--- src/rtl/adcbuf_pkg.sv ---
package adcbuf_pkg;

   // shift amount for conversions per sequence: 00->1, 01->2, 1x->4
   function automatic logic [1:0] chan_shift(input logic [1:0] code);
      logic [1:0] s;
      case (code)
         2'b00:   s = 2'd0;
         2'b01:   s = 2'd1;
         default: s = 2'd2;
      endcase
      return s;
   endfunction

endpackage

--- src/rtl/adcbuf_seq_ctrl.sv ---
module adcbuf_seq_ctrl #(
   parameter int DEPTH = 16,
   parameter int SEQ_W = 4,
   localparam int AW    = $clog2(DEPTH)
) (
   input  logic             clk,
   input  logic             rst_n,
   input  logic             res_valid,
   input  logic [1:0]       chan_sel,
   input  logic [SEQ_W-1:0] seq_cfg,
   input  logic             split_en,
   output logic [AW-1:0]    wr_addr,
   output logic             evt,
   output logic             fill_half,
   output logic             cfg_err
);
   localparam int HALF  = DEPTH / 2;
   localparam int OFF_W = (SEQ_W + 3 > AW + 1) ? SEQ_W + 3 : AW + 1;

   generate
      if (DEPTH < 2 || (1 << AW) != DEPTH) begin : g_bad_depth
         $error("DEPTH must be a power of two of at least 2");
      end
   endgenerate

   logic [1:0]       chan_idx;
   logic [SEQ_W-1:0] seq_idx;
   logic [1:0]       sh;
   logic [1:0]       chan_last;
   logic             last_chan;
   logic             last_seq;
   logic [OFF_W-1:0] offset;
   logic [OFF_W-1:0] off_cl;
   logic [OFF_W-1:0] region_words;
   logic [OFF_W-1:0] conv_total;
   logic [AW-1:0]    base;

   always_comb begin
      sh        = adcbuf_pkg::chan_shift(chan_sel);
      chan_last = (sh == 2'd0) ? 2'd0 : (sh == 2'd1) ? 2'd1 : 2'd3;
      last_chan = (chan_idx >= chan_last);
      last_seq  = (seq_idx >= seq_cfg);
      evt       = res_valid && last_chan && last_seq;
      offset    = (OFF_W'(seq_idx) << sh) + OFF_W'(chan_idx);
      region_words = split_en ? OFF_W'(HALF) : OFF_W'(DEPTH);
      conv_total   = (OFF_W'(seq_cfg) + OFF_W'(1)) << sh;
      cfg_err      = (conv_total > region_words);
      off_cl    = (offset >= region_words) ? (region_words - OFF_W'(1)) : offset;
      base      = (split_en && fill_half) ? AW'(HALF) : '0;
      wr_addr   = base + off_cl[AW-1:0];
   end

   always_ff @(posedge clk) begin
      if (!rst_n) begin
         chan_idx <= '0;
         seq_idx  <= '0;
      end else if (res_valid) begin
         if (last_chan) begin
            chan_idx <= '0;
            seq_idx  <= last_seq ? '0 : seq_idx + 1'b1;
         end else begin
            chan_idx <= chan_idx + 2'd1;
         end
      end
   end

   always_ff @(posedge clk) begin
      if (!rst_n)         fill_half <= 1'b0;
      else if (!split_en) fill_half <= 1'b0;
      else if (evt)       fill_half <= ~fill_half;
   end


   unsplit_half_chk: assert property (@(posedge clk) disable iff (!rst_n)
      !split_en |=> !fill_half);


   half_swap_chk: assert property (@(posedge clk) disable iff (!rst_n)
      (split_en && evt) |=> (fill_half != $past(fill_half)));

endmodule

--- src/rtl/adcbuf_flags.sv ---
module adcbuf_flags (
   input  logic clk,
   input  logic rst_n,
   input  logic evt,
   input  logic res_valid,
   input  logic irq_clr,
   output logic irq_flag,
   output logic done_flag
);
   always_ff @(posedge clk) begin
      if (!rst_n) begin
         irq_flag  <= 1'b0;
         done_flag <= 1'b0;
      end else begin
         if (evt)          irq_flag <= 1'b1;
         else if (irq_clr) irq_flag <= 1'b0;
         if (evt)            done_flag <= 1'b1;
         else if (res_valid) done_flag <= 1'b0;
      end
   end


   flags_set_chk: assert property (@(posedge clk) disable iff (!rst_n)
      evt |=> (irq_flag && done_flag));


   irq_sticky_chk: assert property (@(posedge clk) disable iff (!rst_n)
      (irq_flag && !irq_clr) |=> irq_flag);


   done_drop_chk: assert property (@(posedge clk) disable iff (!rst_n)
      (done_flag && res_valid && !evt) |=> !done_flag);

endmodule

--- src/rtl/adcbuf_mem.sv ---
module adcbuf_mem #(
   parameter int DEPTH     = 16,
   parameter int DATA_W    = 10,
   parameter int WORD_W    = 16,
   parameter bit LEFT_JUST = 1'b0,
   localparam int AW       = $clog2(DEPTH)
) (
   input  logic              clk,
   input  logic              rst_n,
   input  logic              we,
   input  logic [AW-1:0]     wr_addr,
   input  logic [DATA_W-1:0] wr_data,
   input  logic [AW-1:0]     rd_addr,
   input  logic              bus_wr,
   input  logic [WORD_W-1:0] bus_wdata,
   output logic [WORD_W-1:0] rd_data
);
   localparam int PAD_W = WORD_W - DATA_W;

   generate
      if (PAD_W < 1) begin : g_bad_width
         $error("WORD_W must exceed DATA_W");
      end
   endgenerate

   logic [DATA_W-1:0] store [DEPTH];
   logic [DATA_W-1:0] sel;

   always_ff @(posedge clk) begin
      if (!rst_n) begin
         for (int i = 0; i < DEPTH; i++) store[i] <= '0;
      end else if (we) begin
         store[wr_addr] <= wr_data;
      end
   end

   always_comb sel = store[rd_addr];

   generate
      if (LEFT_JUST) begin : g_left
         always_comb rd_data = {sel, {PAD_W{1'b0}}};
      end else begin : g_right
         always_comb rd_data = {{PAD_W{1'b0}}, sel};
      end
   endgenerate


   bus_ro_chk: assert property (@(posedge clk) disable iff (!rst_n)
      (bus_wr && !we && (bus_wdata != rd_data)) |=>
         (!$stable(rd_addr) || (rd_data == $past(rd_data))));


   pad_zero_chk: assert property (@(posedge clk) disable iff (!rst_n)
      LEFT_JUST || (rd_data[WORD_W-1:DATA_W] == '0));

endmodule

--- src/rtl/adc_result_buffer.sv ---
module adc_result_buffer #(
   parameter int DEPTH  = 16,
   parameter int DATA_W = 10,
   parameter int WORD_W = 16,
   parameter int SEQ_W  = 4,
   localparam int AW    = $clog2(DEPTH)
) (
   input  logic              clk,
   input  logic              rst_n,
   input  logic              res_valid,
   input  logic [DATA_W-1:0] res_data,
   input  logic [1:0]        chan_sel,
   input  logic [SEQ_W-1:0]  seq_cfg,
   input  logic              split_en,
   input  logic              irq_clr,
   input  logic [AW-1:0]     bus_addr,
   input  logic              bus_wr,
   input  logic [WORD_W-1:0] bus_wdata,
   output logic [WORD_W-1:0] bus_rdata,
   output logic              irq_flag,
   output logic              done_flag,
   output logic              fill_half,
   output logic              cfg_err
);
   logic [AW-1:0] wr_addr;
   logic          evt;

   adcbuf_seq_ctrl #(.DEPTH(DEPTH), .SEQ_W(SEQ_W)) u_seq (
      .clk(clk), .rst_n(rst_n), .res_valid(res_valid), .chan_sel(chan_sel),
      .seq_cfg(seq_cfg), .split_en(split_en), .wr_addr(wr_addr), .evt(evt),
      .fill_half(fill_half), .cfg_err(cfg_err)
   );

   adcbuf_flags u_flags (
      .clk(clk), .rst_n(rst_n), .evt(evt), .res_valid(res_valid),
      .irq_clr(irq_clr), .irq_flag(irq_flag), .done_flag(done_flag)
   );

   adcbuf_mem #(.DEPTH(DEPTH), .DATA_W(DATA_W), .WORD_W(WORD_W)) u_mem (
      .clk(clk), .rst_n(rst_n), .we(res_valid), .wr_addr(wr_addr),
      .wr_data(res_data), .rd_addr(bus_addr), .bus_wr(bus_wr),
      .bus_wdata(bus_wdata), .rd_data(bus_rdata)
   );


   split_region_chk: assert property (@(posedge clk) disable iff (!rst_n)
      (res_valid && split_en) |-> (wr_addr[AW-1] == fill_half));

endmodule

--- config.mk ---
export PLATFORM = sky130hd
export DESIGN_NAME = adc_result_buffer
export DESIGN_NICKNAME = d
export VERILOG_FILES = /design/src/rtl/adcbuf_pkg.sv /design/src/rtl/adcbuf_seq_ctrl.sv /design/src/rtl/adcbuf_flags.sv /design/src/rtl/adcbuf_mem.sv /design/src/rtl/adc_result_buffer.sv
export SDC_FILE = /design/constraint.sdc
export NUM_CORES = 1
export LEC_CHECK = 0
export ABC_AREA = 1
export BUFFER_PORTS_ARGS = -buffer_cell sky130_fd_sc_hd__clkbuf_2
export CAP_MARGIN = 20
export CORE_ASPECT_RATIO = 0.75
export CORE_MARGIN = 10
export CORE_UTILIZATION = 50
export CTS_CLUSTER_SIZE = 10
export DETAILED_ROUTE_END_ITERATION = 8
export GPL_TIMING_DRIVEN = 1
export PLACE_DENSITY = 0.66
export SLEW_MARGIN = 40
export SYNTH_ARGS = -nofsm -noshare
export SYNTH_HDL_FRONTEND = slang
export SYNTH_SLANG_ARGS = --single-unit
--- constraint.sdc ---
create_clock -name clk -period 5.4 [get_ports clk]
set_input_delay 1.35 -clock clk [delete_from_list [all_inputs] [get_ports clk]]
set_output_delay 1.35 -clock clk [all_outputs]
set_load 0.01 [all_outputs]
==> reports/metrics.sh, run 1 <==
SETUP_SLACK_NS=0.587
TRITONCTS_NUM_SINKS=169
NUMBER_OF_MAX_CAPACITANCE_VIOLATIONS_REPORTED=0
FLOW.AREA_GROWTH_FROM_SYNTHESIS_PCT=10.6
WORST_PIN_SLEW_NS=0.803
POST_SYNTH_INST_COUNT=827
NUMCTSBUFFERS=17
GP_ROUTABILITY_CONGESTION=0.832
GLOBALROUTE.TOTALOVERFLOW=0
CRIT_FANOUT=11
DP.FINAL_HPWL_UM=13700
SYNTHESIS.AREA_SQ_MM=0.00841
FINALHOLDVIOLATIONS=0
MAX_SLEW_MARGIN=0.464
ASYNCSETRESETFLOPFRACSYNTH=0
STD_CELL_ROWS=40
HOLD_WS_NS=0.481
ANTENNA_CELLS_INSERTED=0
CTS-HOLD-FIX-BUFFERS=0
WORSTSKEWPAIRLATENCY_NS=0.43
FINALSETUPVIOLATIONS=0
PERIOD_SHARE=0.891
ROUTED_WL_UM=20500
BUFFERS_ON_PORTS=38
ENDPOINT_KIND='register'
CRITPATHMAXSTAGEDELAY_NS=0.45
TNS_NS=0
MAX_SLEW_VIOLATION_COUNT=0
FIN_SKEW_NS=0.0112
SYNTH_FF_TYPE='sky130_fd_sc_hd__edfxtp_1'
MIN-DELAY-PATH-CLASS='reg -> reg'
DR.PASS1.ITERS=5
TMIN_FINAL_NS=4.81
YS_TYPES=35
FLIP_FLOP_AND_LATCH_COUNT_AFTER_SYNTHESIS=169
PATH_CLASS='in -> reg'
CTSLONGESTPATHBUFFERS=2
SEQ_AREA_FRAC_SYNTH=0.593
DETAIL_ROUTE.DRC_VIOLATIONS=0
DETAIL_ROUTE.ITER0.VIOLATIONS=696
YOSYSWARNINGCOUNT=0
PRE_CTS_SETUP_SLACK_NS=0.195
TIMING.CRITICAL_PATH.CELLS='clkbuf_2 > inv_2 > nand2_1 > o22ai_1 > inv_1 > fa_1 > inv_1 > nand2_1 > xor2_1 > inv_1 > ha_1 > nand2_1 > nor2_1 > nand3_1 > nand3_1 > clkinv_2 > nand3_1 > nand3_4 > nand2_4 > nand3_2 > nand2_1'
NUMBER_OF_GLOBAL_ROUTE_VIAS_BEFORE_REPAIR=5830
CHIPWIDTH_UM=170
WIRE_LENGTH_OF_THE_FIRST_GLOBAL_ROUTING_PASS_UM=32000
PLACEABLECOREAREA_SQ_MM=0.0163
FIN_CELLS=1067
HOLDPATHSTAGES=2
FILLER_CELL_COUNT=1330
WORST_ENDPOINT_DATA_ARRIVAL_TIME_NS=4.89
POST_CTS_RESIZED=0
MAX_FREQ_MHz=208
DESIGN.DIE.AREA_SQ_MM=0.0225
WORST-PATH-STAGES=21
CRIT_PATH_TOP_DELAY_CELL='sky130_fd_sc_hd__nand2_1'
NETS=903
ANTENNA_FOUND_INITIAL=0
CTS_TREE='yes'
LARGEST_NET_DEGREE_AT_THE_START_OF_GLOBAL_ROUTING=63
FINALINSTANCEAREA_SQ_MM=0.00930
POST_ROUTE_CELLS_DRIVE_ABOVE_1_SHARE=0.124
CTS.ROOT.BUFFER_CELL='sky130_fd_sc_hd__clkbuf_16'
ROUTE.DETAILED.WL_PER_INST_UM=19.2
NUMBER_OF_BUFFERS_INSERTED_TO_REPAIR_SETUP_AFTER_CTS=0
DP_CELLS=1037
ROUTE.ANTENNA.REMAINING_NETS=0
VIAS_PER_CELL=5.68
SYN_AREA_PER_CELL_SQ_UM=10.2
WORSTSETUPSTARTPOINTTYPE='input port'
TOTAL_LEAKAGE_POWER_nW=3.88
CTS_MAX_LEVEL=4
POWER_PER_CELL_AREA_mW_PER_MM2=321
TIMING.CRITICAL_PATH.MAX_DELAY_FAMILY='simple AND/OR/NAND/NOR gates'
SYNTH_EDF_COUNT=160
TIMING.CRITICAL_PATH.BUF_INV=6
DIE-HEIGHT_UM=132
CP.REQUIRED_NS=5.47
RSZ0062_AT_GRT='no'
START_UTIL=0.517
PLACED_CELL_AREA_SQ_MM=0.00876
GRT_USE_TOTAL=0.184
CLK_PIN_SLEW_NS=0.06
CRIT_TOP_CELL='sky130_fd_sc_hd__nand2_1'
MAX-VDD-IR-DROP_uV=218
TIMING.REG2REG.WORST_PATH_DEPTH=20
RUN_STATUS='complete, no violations'
IOPINCOUNT=62
NUM_VIAS=6059
-- logic make-up after synthesis --
group / Yosys count / share of synthesized area
compound gates: 153 / 0.105
mux: 41 / 0.0488
other cells: 1 / 0.000446
flops: 169 / 0.593
buf+inv: 155 / 0.0751
fa+ha+maj: 15 / 0.0232
xor+xnor: 6 / 0.00625
simple gates: 287 / 0.148
-- cell usage in the layout, fill, tap and decap left out, drive strengths merged --
master	synthesis	final
o211ai	41	41
nand2	63	63
a211oi	2	2
nand3	32	32
xor2	6	6
buf	27	20
clkinvlp	0	2
fa	1	1
clkbuf	35	56
conb	1	6
bufinv	0	2
dfxtp	9	9
or2	1	1
o22ai	2	2
inv	91	91
ha	14	14
clkinv	2	9
a21oi	47	47
edfxtp	160	160
o21a	2	2
mux2i	41	41
nor3	1	1
nand4	14	14
o21ai	59	59
nor2	176	176
-- area by class of cell --
cell class / instances / area, sq um / share of cell area
Clock buffer: 19 / 433 / 0.0465
Clock inverter: 11 / 108 / 0.0116
Inverter: 93 / 350 / 0.0377
Multi-Input combinational cell: 508 / 2820 / 0.303
Sequential cell: 169 / 4980 / 0.536
Tap cell: 210 / 263 / 0.0282
Timing Repair Buffer: 57 / 348 / 0.0374
-- registers in the layout (all words and copies together) (netlist names) --
signal             cells
u_mem.store          160
u_seq.seq_idx          4
u_seq.chan_idx         2
u_flags.done_flag      1
u_flags.irq_flag       1
u_seq.fill_half        1
-- report_power, final --
part	internal [mW]	switching (mW)
logic	0.0914	0.231
registers	1.50	0.0177
clock network	0.667	0.481
total	2.26	0.729
-- cells in the mapped netlist, drive strengths merged (6+ instances only) --
| master | instances | area [sq um] |
|---|---|---|
| nand4 | 14 | 109 |
| nand2 | 63 | 249 |
| inv | 91 | 342 |
| o21ai | 59 | 295 |
| a21oi | 47 | 235 |
| mux2i | 41 | 410 |
| xor2 | 6 | 52.6 |
| buf | 27 | 150 |
| dfxtp | 9 | 180 |
| ha | 14 | 175 |
| o211ai | 41 | 308 |
| nand3 | 32 | 208 |
| clkbuf | 35 | 131 |
| edfxtp | 160 | 4800 |
| nor2 | 176 | 671 |
-- worst paths after layout --
check	from	end	slack (ns)
worst max-delay path	chan_sel[1]	u_mem.store[5][7]	0.59
worst min-delay path	u_flags.irq_flag	u_flags.irq_flag	0.48
worst max register to register	u_seq.seq_idx[0]	u_mem.store[5][7]	1.45
worst min register to register	u_flags.irq_flag	u_flags.irq_flag	0.48
-- per-layer routing --
metal  vias up  wire length (um)  track usage
met4         0               278       0.0579
met1      2962              9310        0.255
li1       2854                 -            -
met3        20              1600       0.0419
met5         -                 0            0
met2       223              9350        0.279
-- worst min-delay path: cells and delay by family, from the launching register on --
family | cells | cell delay (ns)
flops | 1 | 0.31
simple gates | 1 | 0.06
compound gates | 1 | 0.06
-- stage by stage --
step,power (mW),util
floorplan,1.76,-
global placement,1.85,0.539
detailed placement,1.86,0.539
CTS,2.99,0.572
global route,3.09,0.572
finish,2.99,0.572
Note: power is estimated with default switching activity, not from simulation.
==> run 2: changes to the inputs <==
Settings changed: CORE_UTILIZATION 50 to 35, PLACE_DENSITY 0.66 to 0.49.
==> run 2 against run 1 <==
Compared with the run above:
- sequential share of layout area decreased by 1.3 points
- critical endpoint is now u_mem.store[0][3]
- fmax is 5.6% higher
- flip-flop and latch count unchanged
- combinational power increased by 2%
- core utilization decreased by 17 points
==> reports/metrics.sh, run 2 (synthesis gave the netlist of run 1 again) <==
RUN_STATUS='complete, no violations'
TIMING.REG2REG.WORST_PATH_DEPTH=18  # -10%
INTPOWER_mW=2.25  # -0.40%
POST_ROUTE_CELLS_DRIVE_ABOVE_1_SHARE=0.140  # +0.0165
IOPINCOUNT=62  # unchanged
TOP_LIBRARY_CELLS_BY_USAGE_IN_THE_LAYOUT_FILL_AND_TAPS_ASIDE='sky130_fd_sc_hd__nor2_1 (172), sky130_fd_sc_hd__edfxtp_1 (160), sky130_fd_sc_hd__inv_1 (89)'
CLK_PIN_SLEW_NS=0.07  # about the same
WORSTSETUPENDPOINT='u_mem.store[0][3]'
WIRE_LENGTH_OF_THE_FIRST_GLOBAL_ROUTING_PASS_UM=33200  # +3.9%
ROUTE.DETAILED.WL_PER_INST_UM=18.3  # -4.9%
LARGEST_REGISTER='u_mem.store'
MAX_SLEW_VIOLATION_COUNT=0  # unchanged
DETAIL_ROUTE.DRC_VIOLATIONS=0  # unchanged
TOP_REGS='u_mem.store: 160 flops, u_seq.seq_idx: 4 flops, u_seq.chan_idx: 2 flops'
TRITONCTS_NUM_SINKS=169  # unchanged
ANTENNA_CELLS_INSERTED=0  # unchanged
CTS_TREE='yes'
MAX_FREQ_MHz=220  # +5.6%
CTS.ROOT.BUFFER_CELL='sky130_fd_sc_hd__clkbuf_16'
BUFFERS_ON_PORTS=38  # unchanged
PERIOD_SHARE=0.844  # -0.0476
CTS_MAX_LEVEL=4  # unchanged
CP.REQUIRED_NS=5.48  # about the same
NETS=914  # +1.2%
LARGEST_NET_DEGREE_AT_THE_START_OF_GLOBAL_ROUTING=57  # -9.5%
SWITCHINGPOWER_mW=0.819  # +12%
CRIT_FANOUT=10  # -1
NUMBER_OF_BUFFERS_INSERTED_TO_REPAIR_SETUP_AFTER_CTS=0  # unchanged
PRE_CTS_SETUP_SLACK_NS=0.373  # +0.178 ns
R2R_SETUP_SLACK_NS=1.71  # +0.26 ns
WORST_ENDPOINT_DATA_ARRIVAL_TIME_NS=4.63  # -0.26 ns
SEQ_POWER_SHARE=0.494  # -0.014
LARGEST_REGISTER_FFS=160  # unchanged
HIGHEST-SIGNAL-LAYER='met4'
TNS_NS=0  # unchanged
MULTI_INPUT_COMB_AREA_SQ_MM=0.00282  # unchanged
ENDPOINT_KIND='register'
MAX_SLEW_MARGIN=0.422  # -0.0416
ANTENNA_FOUND_INITIAL=0  # unchanged
FLOW.AREA_GROWTH_FROM_SYNTHESIS_PCT=13.4
MIN-DELAY-PATH-CLASS='reg -> reg'
PATH_CLASS='in -> reg'
PWR-SHARE-CLK=0.399  # +0.015
ROUTED_WL_UM=21500  # +4.8%
DETAIL_ROUTE.WIRELENGTH.MET1_UM=11000  # +18%
WORST_PIN_SLEW_NS=0.866  # +0.0623 ns
DIE-HEIGHT_UM=154  # +17%
R2R-START='u_seq.seq_idx[0]'
WORSTSETUPSTARTPOINT='chan_sel[1]'
DR.PASS1.ITERS=5  # unchanged
TMIN_FINAL_NS=4.56  # -0.257 ns
FINALHOLDVIOLATIONS=0  # unchanged
WORSTREG2REGEND='u_mem.store[0][3]'
FIN_SKEW_NS=0.0104  # -0.000753 ns
MET3_WIRELENGTH_UM=786  # -51%
SETUP_SLACK_NS=0.845  # +0.257 ns
FILLER_CELL_COUNT=2331  # +75%
START_UTIL=0.354  # -0.164
FINAL_COMMON_CELL='sky130_fd_sc_hd__nor2_1'
ROUTE.ANTENNA.REMAINING_NETS=0  # unchanged
NUMCTSBUFFERS=17  # unchanged
CTS-HOLD-FIX-BUFFERS=0  # unchanged
DP.FINAL_HPWL_UM=14800  # +8.0%
SWITCHING_SHARE_OF_POWER=0.267  # +0.0228
RSZ0062_AT_GRT='no'
COMBPWRFRAC=0.108  # about the same
POWER_PER_CELL_AREA_mW_PER_MM2=321  # +0.13%
CTSLONGESTPATHBUFFERS=2  # unchanged
GP_ROUTABILITY_CONGESTION=0.790  # -5.1%
POST_CTS_RESIZED=0  # unchanged
DETAIL_ROUTE.ITER0.VIOLATIONS=433  # -38%
SEQCELLAREA_SQ_MM=0.00498  # unchanged
MAX-VDD-IR-DROP_uV=205  # -6.0%
GLOBALROUTE.TOTALOVERFLOW=0  # unchanged
CHIPWIDTH_UM=199  # +17%
VIAS_PER_CELL=4.91  # -14%
GRT_USE_TOTAL=0.143  # -0.0408
MET2_LAYER_WIRE_LENGTH_IN_THE_ROUTED_DESIGN_UM=9460  # +1.2%
STD_CELL_ROWS=49  # +23%
FINALSETUPVIOLATIONS=0  # unchanged
WORSTSETUPSTARTPOINTTYPE='input port'
NUM_VIAS=5772  # -4.7%
PLACEABLECOREAREA_SQ_MM=0.0238  # +46%
DESIGN.DIE.AREA_SQ_MM=0.0307  # +37%
WORSTSKEWPAIRLATENCY_NS=0.43  # about the same
NUMBER_OF_GLOBAL_ROUTE_VIAS_BEFORE_REPAIR=5587  # -4.2%
NUMBER_OF_MAX_CAPACITANCE_VIOLATIONS_REPORTED=0  # unchanged
TOTAL_LEAKAGE_POWER_nW=3.96  # +2.0%
[run 2: cell type report]
type	instances	area share
flip-flops and latches	169	0.522
inverters	93	0.0367
repair buffers	68	0.0451
clock inverters	15	0.0159
multi-input cells	508	0.295
clock buffers	17	0.0446
well taps	306	0.0401
[run 2: power groups by stage]
stage	logic, mW	registers (mW)	clock network, mW
2_1_floorplan	0.220	1.54	0
3_3_place_gp	0.330	1.54	0
3_5_place_dp	0.333	1.54	0
4_1_cts	0.334	1.51	1.24
5_1_grt	0.369	1.52	1.29
6_report	0.330	1.51	1.22
[run 2: per-stage QoR]
step / hold WS (ns) / utilization / std cells / instance area, sq um / power, mW
2_1_floorplan: 0.470 / - / 832 / 8430 / 1.76
4_1_cts: 0.474 / 0.401 / 1176 / 9540 / 3.09
3_5_place_dp: 0.457 / 0.377 / 1144 / 8960 / 1.88
5_1_grt: 0.513 / 0.401 / 1176 / 9540 / 3.18
3_3_place_gp: 0.454 / 0.377 / 1144 / 8960 / 1.87
6_report: 0.472 / 0.401 / 1176 / 9540 / 3.07
[run 2: routing by layer]
metal	up-vias	track usage
li1	2877	-
met1	2778	0.208
met2	100	0.212
met3	17	0.0256
met4	0	0.0417
met5	-	0
[run 2: worst max-delay path, cell delays in order]
cell                       delay [ns]
sky130_fd_sc_hd__clkbuf_2        0.17
sky130_fd_sc_hd__inv_2           0.16
sky130_fd_sc_hd__nand2_1         0.13
sky130_fd_sc_hd__o22ai_1         0.23
sky130_fd_sc_hd__ha_1            0.27
sky130_fd_sc_hd__a21oi_1         0.19
sky130_fd_sc_hd__nor2_2          0.08
sky130_fd_sc_hd__xor2_1          0.29
sky130_fd_sc_hd__inv_1           0.09
sky130_fd_sc_hd__ha_1            0.28
sky130_fd_sc_hd__nand2_1         0.05
sky130_fd_sc_hd__nor2_1          0.08
sky130_fd_sc_hd__nand3_1         0.08
sky130_fd_sc_hd__nand3_1         0.10
sky130_fd_sc_hd__clkinv_2        0.12
sky130_fd_sc_hd__nand3_1         0.14
sky130_fd_sc_hd__nand3_4         0.15
sky130_fd_sc_hd__nand2_4         0.15
sky130_fd_sc_hd__nand3_1         0.13
sky130_fd_sc_hd__nand2_1         0.38
[run 2: how the worst min path moves through the flow]
stage	start	end	slack [ns]	cells past startpoint
after floorplan	u_seq.seq_idx[0]	u_seq.seq_idx[0]	0.47	2
after global placement	u_flags.done_flag	u_flags.done_flag	0.45	2
after detailed placement	u_flags.done_flag	u_flags.done_flag	0.46	2
after CTS	u_flags.done_flag	u_flags.done_flag	0.47	2
after global routing	u_flags.irq_flag	u_flags.irq_flag	0.51	2
final	u_flags.irq_flag	u_flags.irq_flag	0.47	2
==> run 3: changes to the inputs <==
Settings changed: PLACE_DENSITY 0.49 to 0.51.
Clock period 5.4 ns to 4.1 ns, I/O delays scaled along.
==> run 3 against run 2 <==
Compared with the run above:
- hold slack better by 0.0012 ns
- via count rose by 4.8%
- cell count is 2.3% higher
- clock power increased by 44%
- first-iteration DRC count increased by 2.8%
- critical path depth increased by 3
- non-clock buffer count increased by 27
- critical endpoint is now u_mem.store[0][6]
- largest power group unchanged
==> reports/metrics.sh, run 3 (synthesis gave the netlist of run 1 again) <==
RUN_STATUS='complete, no violations'
NUM_VIAS=6051  # +4.8%
WORST_PIN_SLEW_NS=0.812  # -0.0536 ns
NUMBER_OF_MAX_CAPACITANCE_VIOLATIONS_REPORTED=0  # unchanged
PATH_CLASS='in -> reg'
DETAIL_ROUTE.ITER0.VIOLATIONS=445  # +2.8%
MAX_SLEW_MARGIN=0.458  # +0.0358
WORSTSKEWPAIRLATENCY_NS=0.44  # about the same
POST_ROUTE_CELLS_DRIVE_ABOVE_1_SHARE=0.173  # +0.0326
NUMCTSBUFFERS=17  # unchanged
CLK_PIN_SLEW_NS=0.06  # about the same
HOLD_PATH_END='u_flags.done_flag'
PLACEABLECOREAREA_SQ_MM=0.0238  # unchanged
MAX_SLEW_VIOLATION_COUNT=0  # unchanged
CP.REQUIRED_NS=4.21  # -1.27 ns
LARGEST_NET_DEGREE_AT_THE_START_OF_GLOBAL_ROUTING=41  # -28%
DP_CELLS=1171  # +2.4%
POWER.TOTAL_mW=4.25  # +39%
CRIT_PATH_TOP_DELAY_CELL='sky130_fd_sc_hd__fa_1'
FINAL_COMMON_CELL='sky130_fd_sc_hd__nor2_1'
FINAL_CORE_UTIL=0.421  # +0.0198
LARGEST_REGISTER='u_mem.store'
CRIT_FANOUT=10  # unchanged
DETAIL_ROUTE.DRC_VIOLATIONS=0  # unchanged
TIMING.HOLD.WORST.START='u_flags.done_flag'
TOP_LIBRARY_CELLS_BY_USAGE_IN_THE_LAYOUT_FILL_AND_TAPS_ASIDE='sky130_fd_sc_hd__nor2_1 (172), sky130_fd_sc_hd__edfxtp_1 (160), sky130_fd_sc_hd__inv_1 (89)'
MAX-VDD-IR-DROP_uV=284  # +38%
ANTENNA_CELLS_INSERTED=0  # unchanged
PERIOD_SHARE=0.922
TRITONCTS_NUM_SINKS=169  # unchanged
WORSTSETUPSTARTPOINTTYPE='input port'
CTS-HOLD-FIX-BUFFERS=0  # unchanged
TIMING.CRITICAL_PATH.MAX_DELAY_FAMILY='simple AND/OR/NAND/NOR gates'
TMIN_FINAL_NS=3.78
PRE_CTS_SETUP_SLACK_NS=-0.175  # -0.548 ns
START_UTIL=0.354  # unchanged
GLOBALROUTE.TOTALOVERFLOW=0  # unchanged
RSZ0062_AT_GRT='no'
NETS=941  # +3.0%
WORST_ENDPOINT_DATA_ARRIVAL_TIME_NS=3.89  # -0.74 ns
GP_ROUTABILITY_CONGESTION=0.797  # +0.94%
SETUP_SLACK_NS=0.321  # -0.524 ns
TIMING.REG2REG.WORST_PATH_DEPTH=20  # +2
CTSLONGESTPATHBUFFERS=2  # unchanged
CHIPWIDTH_UM=199  # unchanged
FINALINSTANCEAREA_SQ_MM=0.0100  # +4.9%
CRITPATHMAXSTAGEDELAY_NS=0.39  # about the same
ROUTE.DETAILED.WL_PER_INST_UM=18.7  # +2.0%
IOPINCOUNT=62  # unchanged
NUMBER_OF_GLOBAL_ROUTE_VIAS_BEFORE_REPAIR=5896  # +5.5%
TOTAL_LEAKAGE_POWER_nW=4.17  # +5.4%
FINALSETUPVIOLATIONS=0  # unchanged
MIN-DELAY-PATH-CLASS='reg -> reg'
POWER_PER_CELL_AREA_mW_PER_MM2=424  # +32%
HOLD_WS_NS=0.474  # +0.00125 ns
MAX_FREQ_MHz=265
WIRE_LENGTH_OF_THE_FIRST_GLOBAL_ROUTING_PASS_UM=34400  # +3.5%
ROUTED_WL_UM=22500  # +4.4%
FIN_CELLS=1203  # +2.3%
R2R_SETUP_SLACK_NS=0.66  # -1.05 ns
DR.PASS1.ITERS=5  # unchanged
BUFFERS_ON_PORTS=38  # unchanged
FLOW.AREA_GROWTH_FROM_SYNTHESIS_PCT=19.0
ROUTE.ANTENNA.REMAINING_NETS=0  # unchanged
GRT_USE_TOTAL=0.149  # +0.00540
VIAS_PER_CELL=5.03  # +2.5%
PLACED_CELL_AREA_SQ_MM=0.00937  # +4.6%
TIMING.CRITICAL_PATH.BUF_INV=6  # +2
DIE-HEIGHT_UM=154  # unchanged
ENDPOINT_KIND='register'
CTS.ROOT.BUFFER_CELL='sky130_fd_sc_hd__clkbuf_16'
TNS_NS=0  # unchanged
TOP_REGS='u_mem.store: 160 flops, u_seq.seq_idx: 4 flops, u_seq.chan_idx: 2 flops'
DP.FINAL_HPWL_UM=15100  # +1.8%
LARGEST_REGISTER_FFS=160  # unchanged
ANTENNA_FOUND_INITIAL=0  # unchanged
FIN_SKEW_NS=0.00567  # -0.00476 ns
WORSTREG2REGEND='u_mem.store[0][6]'
WORSTSETUPSTARTPOINT='chan_sel[1]'
R2R-START='u_seq.seq_idx[0]'
TIMING.CRITICAL_PATH.CELLS='clkbuf_2 > nor2_2 > inv_1 > nor2_1 > ha_1 > inv_1 > fa_1 > inv_1 > nand2_1 > xor2_1 > inv_1 > ha_1 > nand2_1 > nor2_1 > nand3_1 > nand3_1 > inv_4 > nand2_1 > nand2_1 > nand3_4 > nand2_4 > nand3_1 > nand2_2'
HOLDPATHSTAGES=2  # unchanged
STD_CELL_ROWS=49  # unchanged
CTS_MAX_LEVEL=4  # unchanged
DESIGN.DIE.AREA_SQ_MM=0.0307  # unchanged
FINALHOLDVIOLATIONS=0  # unchanged
CTS_TREE='yes'
-- run 3: cell count changes in the layout (fill, tap and decap cells not counted), moves of 2 or more --
cell and change:
sky130_fd_sc_hd__buf_12 +14, sky130_fd_sc_hd__buf_4 +12, sky130_fd_sc_hd__nand2_1 -10, sky130_fd_sc_hd__nand2_2 +9
sky130_fd_sc_hd__inv_6 -7, sky130_fd_sc_hd__bufinv_16 +4, sky130_fd_sc_hd__clkbuf_1 +3, sky130_fd_sc_hd__inv_8 -3
sky130_fd_sc_hd__clkinv_2 -2, sky130_fd_sc_hd__clkinvlp_4 +2
-- run 3: worst min-delay path: cells and delay by family, from the launching register on --
kind | cells | cell delay, ns
flip-flops | 1 | 0.31
AO/OA/AOI/OAI | 1 | 0.06
AND/OR/NAND/NOR | 1 | 0.06
-- run 3: power by group --
group,leakage (nW),switching [mW],internal (mW)
Clock,0.298,0.680,1.08
Sequential,1.73,0.0219,1.97
Combinational,2.15,0.325,0.170
-- run 3: worst max-delay path by stage --
| stage | to | slack (ns) | depth (start not counted) |
|---|---|---|---|
| after CTS | u_mem.store[6][8] | 0.28 | 22 |
| final | u_mem.store[0][6] | 0.32 | 23 |
| after floorplan | u_mem.store[10][0] | -0.10 | 22 |
| after global placement | u_mem.store[6][9] | -0.15 | 22 |
| after global routing | u_mem.store[0][9] | 0.005 | 23 |
| after detailed placement | u_mem.store[6][9] | -0.18 | 22 |
-- run 3: what timing repair did --
item | 4_1_cts | 5_1_grt
hold endpoints to repair | 0 | 0
endpoints found under the setup margin | 0 | 99
setup buffers | 0 | 0
gates resized for setup | 0 | 2
-- run 3: cell type report --
class / count / area [sq um]
fillers: 2359 / 13800
multi-input cells: 508 / 2850
clock inverters: 12 / 199
clock buffers: 20 / 437
repair buffers: 95 / 812
inverters: 93 / 352
well taps: 306 / 383
flip-flops and latches: 169 / 4980
-- run 3: layer usage --
metal	vias up	share of wire	global-route usage
met4	0	0.010	0.0413
met2	150	0.45	0.225
met5	-	0	0
met1	2956	0.49	0.211
met3	16	0.052	0.0280
li1	2929	-	-
